### config.mk
export PLATFORM = sky130hd
export DESIGN_NAME = mdf_filter
export DESIGN_NICKNAME = d
export VERILOG_FILES = /design/src/rtl/mdf_pkg.sv /design/src/rtl/mdf_classify.sv /design/src/rtl/mdf_match.sv /design/src/rtl/mdf_filter.sv
export SDC_FILE = /design/constraint.sdc
export NUM_CORES = 1
export LEC_CHECK = 0
export BUFFER_PORTS_ARGS = -buffer_cell sky130_fd_sc_hd__buf_2
export CAP_MARGIN = 10
export CORE_ASPECT_RATIO = 0.9
export CORE_UTILIZATION = 30
export DETAILED_ROUTE_END_ITERATION = 10
export GPL_ROUTABILITY_DRIVEN = 0
export PLACE_DENSITY = 0.62
export SYNTH_ARGS = -nofsm -noshare
export SYNTH_HDL_FRONTEND = slang
export SYNTH_SLANG_ARGS = --single-unit
### constraint.sdc
create_clock -name clk_i -period 1.22 [get_ports clk_i]
set_input_delay 0.061 -clock clk_i [delete_from_list [all_inputs] [get_ports clk_i]]
set_output_delay 0.061 -clock clk_i [all_outputs]
set_load 0.01 [all_outputs]
### src/rtl/mdf_pkg.sv
package mdf_pkg;
  localparam int unsigned MAX_W    = 9;
  localparam int unsigned MIN_W    = 5;
  localparam int unsigned BITS_W   = 4;
  localparam int unsigned NUM_ADDR = 2;

  typedef logic [MAX_W-1:0] char_t;

  typedef enum logic {
    TX_FREE        = 1'b0,
    TX_AFTER_MATCH = 1'b1
  } tx_mode_e;
endpackage

### src/rtl/mdf_classify.sv
module mdf_classify
  import mdf_pkg::*;
#(
  parameter int unsigned CW = MAX_W,
  parameter int unsigned MW = MIN_W,
  parameter int unsigned BW = BITS_W,
  parameter int unsigned NA = NUM_ADDR
) (
  input  logic [CW-1:0]         data_i,
  input  logic [BW-1:0]         bits_i,
  input  logic                  par_en_i,
  input  logic                  par_bit_i,
  input  logic [NA-1:0][CW-1:0] addr_i,
  output logic [CW-1:0]         masked_o,
  output logic                  is_addr_o,
  output logic                  hit_o
);
  localparam logic [BW-1:0] W_MIN = BW'(MW);
  localparam logic [BW-1:0] W_MAX = BW'(CW);
  localparam logic [CW-1:0] ONES  = {CW{1'b1}};

  logic [BW-1:0] w;
  logic [BW-1:0] top_idx;
  logic [CW-1:0] char_mask;
  logic [CW-1:0] val_mask;
  logic [CW-1:0] value;
  logic [NA-1:0] eq;

  // out-of-range widths clamp to the nearest legal one
  always_comb begin
    if (bits_i < W_MIN)      w = W_MIN;
    else if (bits_i > W_MAX) w = W_MAX;
    else                     w = bits_i;
  end

  assign top_idx   = w - 1'b1;
  assign char_mask = ONES >> (W_MAX - w);
  assign val_mask  = par_en_i ? char_mask : (char_mask >> 1);
  assign masked_o  = data_i & char_mask;
  assign value     = data_i & val_mask;
  assign is_addr_o = par_en_i ? par_bit_i : data_i[top_idx];

  for (genvar g = 0; g < NA; g++) begin : g_cmp
    assign eq[g] = (value == addr_i[g]);
  end

  assign hit_o = |eq;
endmodule

### src/rtl/mdf_match.sv
module mdf_match (
  input  logic clk_i,
  input  logic rst_ni,
  input  logic en_i,
  input  logic step_i,
  input  logic is_addr_i,
  input  logic hit_i,
  output logic matched_o
);
  always_ff @(posedge clk_i or negedge rst_ni) begin
    if (!rst_ni)                  matched_o <= 1'b0;
    else if (!en_i)               matched_o <= 1'b0;
    else if (step_i && is_addr_i) matched_o <= hit_i;
  end


  accept_addr_chk: assert property (@(posedge clk_i) disable iff (!rst_ni)
    (en_i && step_i && is_addr_i && hit_i) |=> matched_o);

  reject_addr_chk: assert property (@(posedge clk_i) disable iff (!rst_ni)
    (en_i && step_i && is_addr_i && !hit_i) |=> !matched_o);

  disable_clear_chk: assert property (@(posedge clk_i) disable iff (!rst_ni)
    !en_i |=> !matched_o);

  data_hold_chk: assert property (@(posedge clk_i) disable iff (!rst_ni)
    (en_i && !(step_i && is_addr_i)) |=> $stable(matched_o));
endmodule

### src/rtl/mdf_filter.sv
module mdf_filter
  import mdf_pkg::*;
#(
  parameter int unsigned CW = MAX_W,
  parameter int unsigned BW = BITS_W
) (
  input  logic          clk_i,
  input  logic          rst_ni,
  input  logic          en_i,
  input  logic          tx_mode_i,
  input  logic          char_valid_i,
  input  logic [CW-1:0] char_data_i,
  input  logic [BW-1:0] char_bits_i,
  input  logic          par_en_i,
  input  logic          par_bit_i,
  input  logic          char_err_i,
  input  logic [CW-1:0] addr0_i,
  input  logic [CW-1:0] addr1_i,
  output logic          fifo_we_o,
  output logic [CW-1:0] fifo_data_o,
  output logic          err_o,
  output logic          tx_allow_o
);
  logic [1:0][CW-1:0] addrs;
  logic [CW-1:0]      masked;
  logic               is_addr;
  logic               hit;
  logic               matched;
  logic               step;
  logic               we_d;

  assign addrs = {addr1_i, addr0_i};

  mdf_classify #(.CW(CW), .MW(MIN_W), .BW(BW), .NA(2)) u_cls (
    .data_i   (char_data_i),
    .bits_i   (char_bits_i),
    .par_en_i (par_en_i),
    .par_bit_i(par_bit_i),
    .addr_i   (addrs),
    .masked_o (masked),
    .is_addr_o(is_addr),
    .hit_o    (hit)
  );

  assign step = char_valid_i && !char_err_i;

  mdf_match u_match (
    .clk_i    (clk_i),
    .rst_ni   (rst_ni),
    .en_i     (en_i),
    .step_i   (step),
    .is_addr_i(is_addr),
    .hit_i    (hit),
    .matched_o(matched)
  );

  assign we_d = step && (!en_i || (is_addr ? hit : matched));

  always_ff @(posedge clk_i or negedge rst_ni) begin
    if (!rst_ni) begin
      fifo_we_o   <= 1'b0;
      fifo_data_o <= '0;
      err_o       <= 1'b0;
    end else begin
      fifo_we_o <= we_d;
      err_o     <= char_valid_i && char_err_i;
      if (we_d) fifo_data_o <= masked;
    end
  end

  assign tx_allow_o = !en_i || (tx_mode_e'(tx_mode_i) == TX_FREE) || matched;


  idle_quiet_chk: assert property (@(posedge clk_i) disable iff (!rst_ni)
    !char_valid_i |=> (!fifo_we_o && !err_o));

  bypass_write_chk: assert property (@(posedge clk_i) disable iff (!rst_ni)
    (step && !en_i) |=> fifo_we_o);

  err_no_write_chk: assert property (@(posedge clk_i) disable iff (!rst_ni)
    !(fifo_we_o && err_o));

  err_hold_chk: assert property (@(posedge clk_i) disable iff (!rst_ni)
    (char_valid_i && char_err_i && en_i) |=> $stable(matched));

  tx_block_chk: assert property (@(posedge clk_i) disable iff (!rst_ni)
    (en_i && tx_mode_i && $past(en_i && step && is_addr && !hit)) |-> !tx_allow_o);
endmodule

==> flow_metrics.py <==
metrics = {
    "global_routing": {
        "grt_overflow": 0,
        "grt_pass1_wl_mm": 6.023,
        "grt_max_degree": 13,
        "grtUsageTotal_pct": 18.31,
        "antenna_found_initial": 0,
        "first_global_vias": 1347,
    },
    "placed_design": {
        "dp_hpwl_mm": 3.073,
        "port_buffers": 50,
        "preCtsSetupSlack_ps": -1712,
        "placed_area_sq_mm": 0.001897,
        "numPlacedInstances": 273,
    },
    "setup_path": {
        "crit_type": "input port to register",
        "cp_data_required_time_ps": 1340,
        "rrSetupSlack_ps": -80,
        "crit_fanout": 8,
        "critPathLaunchType": "input port",
        "end_kind": "register",
        "rr_worst_depth": 4,
        "arrival_ps": 2710,
    },
    "logic_synthesis": {
        "synthTopCellsByArea": "dfrtp_1 25%, mux2i_1 5.0%, mux2_1 4.7%",
        "synth_edf_count": 0,
        "ys_warn_count": 0,
        "netlist_instances": 137,
        "syn-cell-area_sq_mm": 0.001206,
        "syn_area_per_cell_sq_um": 8.804,
        "dominantRegCellSynth": "dfrtp_1",
        "synth_top_cell_by_area": "dfrtp_1",
        "netlist.area_leader.share_pct": 24.90,
        "async_flop_share_pct": 100.0,
        "synth_cell_types": 46,
        "seq_area_frac_synth_pct": 24.90,
        "synth-seq-cells": 12,
        "synth_nets": 177,
    },
    "pwr": {
        "p_per_area_mw_per_mm2": 738.4,
        "leakagePower_nw": 1.018,
        "ir_drop_mv": 0.3560,
        "finalPower_mw": 1.602,
    },
    "clocking": {
        "clkTransAtPathRegs_ps": 50,
        "clock_path_buffers": 2,
        "cts_inserted_buffers": 3,
        "cts_tree": "built",
        "ctsRootBufferMaster": "clkbuf_8",
        "clock-sinks": 12,
        "h-tree-depth": 1,
        "clock_latency_ps": 230,
    },
    "sta": {
        "slew_headroom_pct": 59.86,
        "finClkSkew_ps": 0.6576,
        "finalHoldViolCount": 0,
        "setup_viol": 11,
        "final.min_clock_period_ps": 2595,
        "report.final.slew_viol_count": 0,
        "timing.final.ws_setup_ps": -1375,
        "rsz0062_at_grt": "true",
        "min_period_over_period_pct": 212.7,
        "max_freq_mhz": 385.3,
        "tightest_slew_ps": 593.7,
    },
    "cells_and_area": {
        "layout_common_cells": "58 x buf_4, 49 x buf_2, 12 x dfrtp_1",
        "syn_to_final_growth_pct": 79.88,
        "n_fill_cell": 363,
        "finalInstanceArea_sq_mm": 0.002170,
        "fin_nets": 286,
        "drive_above_1_share_pct": 59.43,
        "stdcell_count": 290,
        "layout_commonest_cell": "buf_4",
        "antenna_cells": 0,
    },
    "routing": {
        "top_layer": "met4",
        "drc": 0,
        "routed_via_density": 5.031,
        "via_count": 1459,
        "wl_met2_mm": 1.791,
        "m1WireLength_mm": 1.820,
        "drt_iter0_markers": 42,
        "wl_mm": 3.840,
        "wl_met3_microns": 160,
        "wl_per_cell_microns": 13.24,
        "first_pass_iters": 4,
        "ant_nets": 0,
    },
    "worst_hold_path": {
        "min_path_type": "input port to register",
        "min_path_cells": 2,
    },
    "run_status": {
        "failed_checks": "setup timing",
        "status": "finished with violations",
    },
    "die": {
        "pin_count": 51,
        "placementRows": 21,
        "die_w_microns": 68.84,
        "dieArea_sq_mm": 0.004278,
        "coreArea_sq_mm": 0.003784,
        "fp.dieH_microns": 62.16,
        "start_util_pct": 31.88,
    },
    "run": {
        "maxCapViolCount": 0,
    },
}
-- metrics by stage --
step	util, %	setup TNS, ps	hold WS [ps]
after floorplan	-	-15880	-234.6
after global placement	50.13	-17360	-59.82
after detailed placement	50.13	-18170	-60.47
after CTS	54.33	-14400	51.50
after global routing	57.34	-16150	53.68
final	57.34	-14480	53.77
-- worst paths after layout --
kind                                       end               from
worst max-delay path            fifo_data_o[6]     char_bits_i[3]
worst min-delay path                     err_o         char_err_i
worst max register to register  fifo_data_o[6]  u_match.matched_o
worst min register to register  fifo_data_o[8]     fifo_data_o[8]
max in group asynchronous       fifo_data_o[2]             rst_ni
min in group asynchronous       fifo_data_o[3]             rst_ni
-- registers in the layout, indices dropped and copies added (netlist names) --
signal	cells
u_match.matched_o	1
fifo_we_o	1
err_o	1
fifo_data_o	9
-- what timing repair did --
| action | in CTS | in global routing |
|---|---|---|
| gates resized for setup | 6 | 17 |
| hold buffers | 1 | 0 |
| endpoints found under the hold margin | 12 | 0 |
| endpoints found under the setup margin | 11 | 11 |
| buffers inserted | 11 | 2 |
| pin swaps | 14 | 11 |
-- worst max-delay path, stage by stage --
cell and delay (ps):
buf_6 90, and3b_2 240, inv_2 50, ha_4 180
xnor2_4 250, o2111ai_2 160, xnor2_1 170, or4_4 550
nor3_4 190, a22oi_2 70, a31oi_1 180, buf_4 210
mux2_4 310
-- cell usage after synthesis (all sizes together) (4+ instances only) --
| master | number |
|---|---|
| mux2 | 5 |
| nor4b | 6 |
| nor3 | 7 |
| dfrtp | 12 |
| inv | 9 |
| nand2 | 9 |
| a31oi | 5 |
| and3 | 5 |
| nand2b | 6 |
| mux2i | 6 |
| o211ai | 5 |
| clkbuf | 4 |
| xor2 | 5 |
| a21oi | 5 |
| xnor2 | 6 |
-- cell families after synthesis --
kind of cell	after synthesis	synth area share, %
AND/OR/NAND/NOR	49	28.63
multiplexers	11	9.647
XOR/XNOR	11	7.987
flip-flops	12	24.90
buffers and inverters	16	5.498
adder cells (fa/ha/maj)	1	1.037
AO/OA/AOI/OAI	37	22.30
-- report_power, final --
| part | total [mW] | leakage, nW | switching (mW) | internal, mW |
|---|---|---|---|---|
| Sequential | 0.479 | 0.158 | 0.0260 | 0.453 |
| Clock | 0.341 | 0.0216 | 0.125 | 0.216 |
| Combinational | 0.782 | 0.839 | 0.361 | 0.422 |
-- routing by layer --
layer,track usage (%),vias up
li1,-,740
met1,26.27,665
met2,28.19,48
met3,0.3676,6
met4,7.653,0
met5,0,-
-- area by class of cell --
cell class	instances	area, sq um	area share (%)
repair buffers	111	724.4	33.39
clock buffers	3	41.29	1.903
multi-input cells	109	1012	46.66
inverters	9	33.78	1.557
well taps	46	57.56	2.653
flip-flops and latches	12	300.3	13.84
No activity file was read; power rests on OpenSTA's default activity.
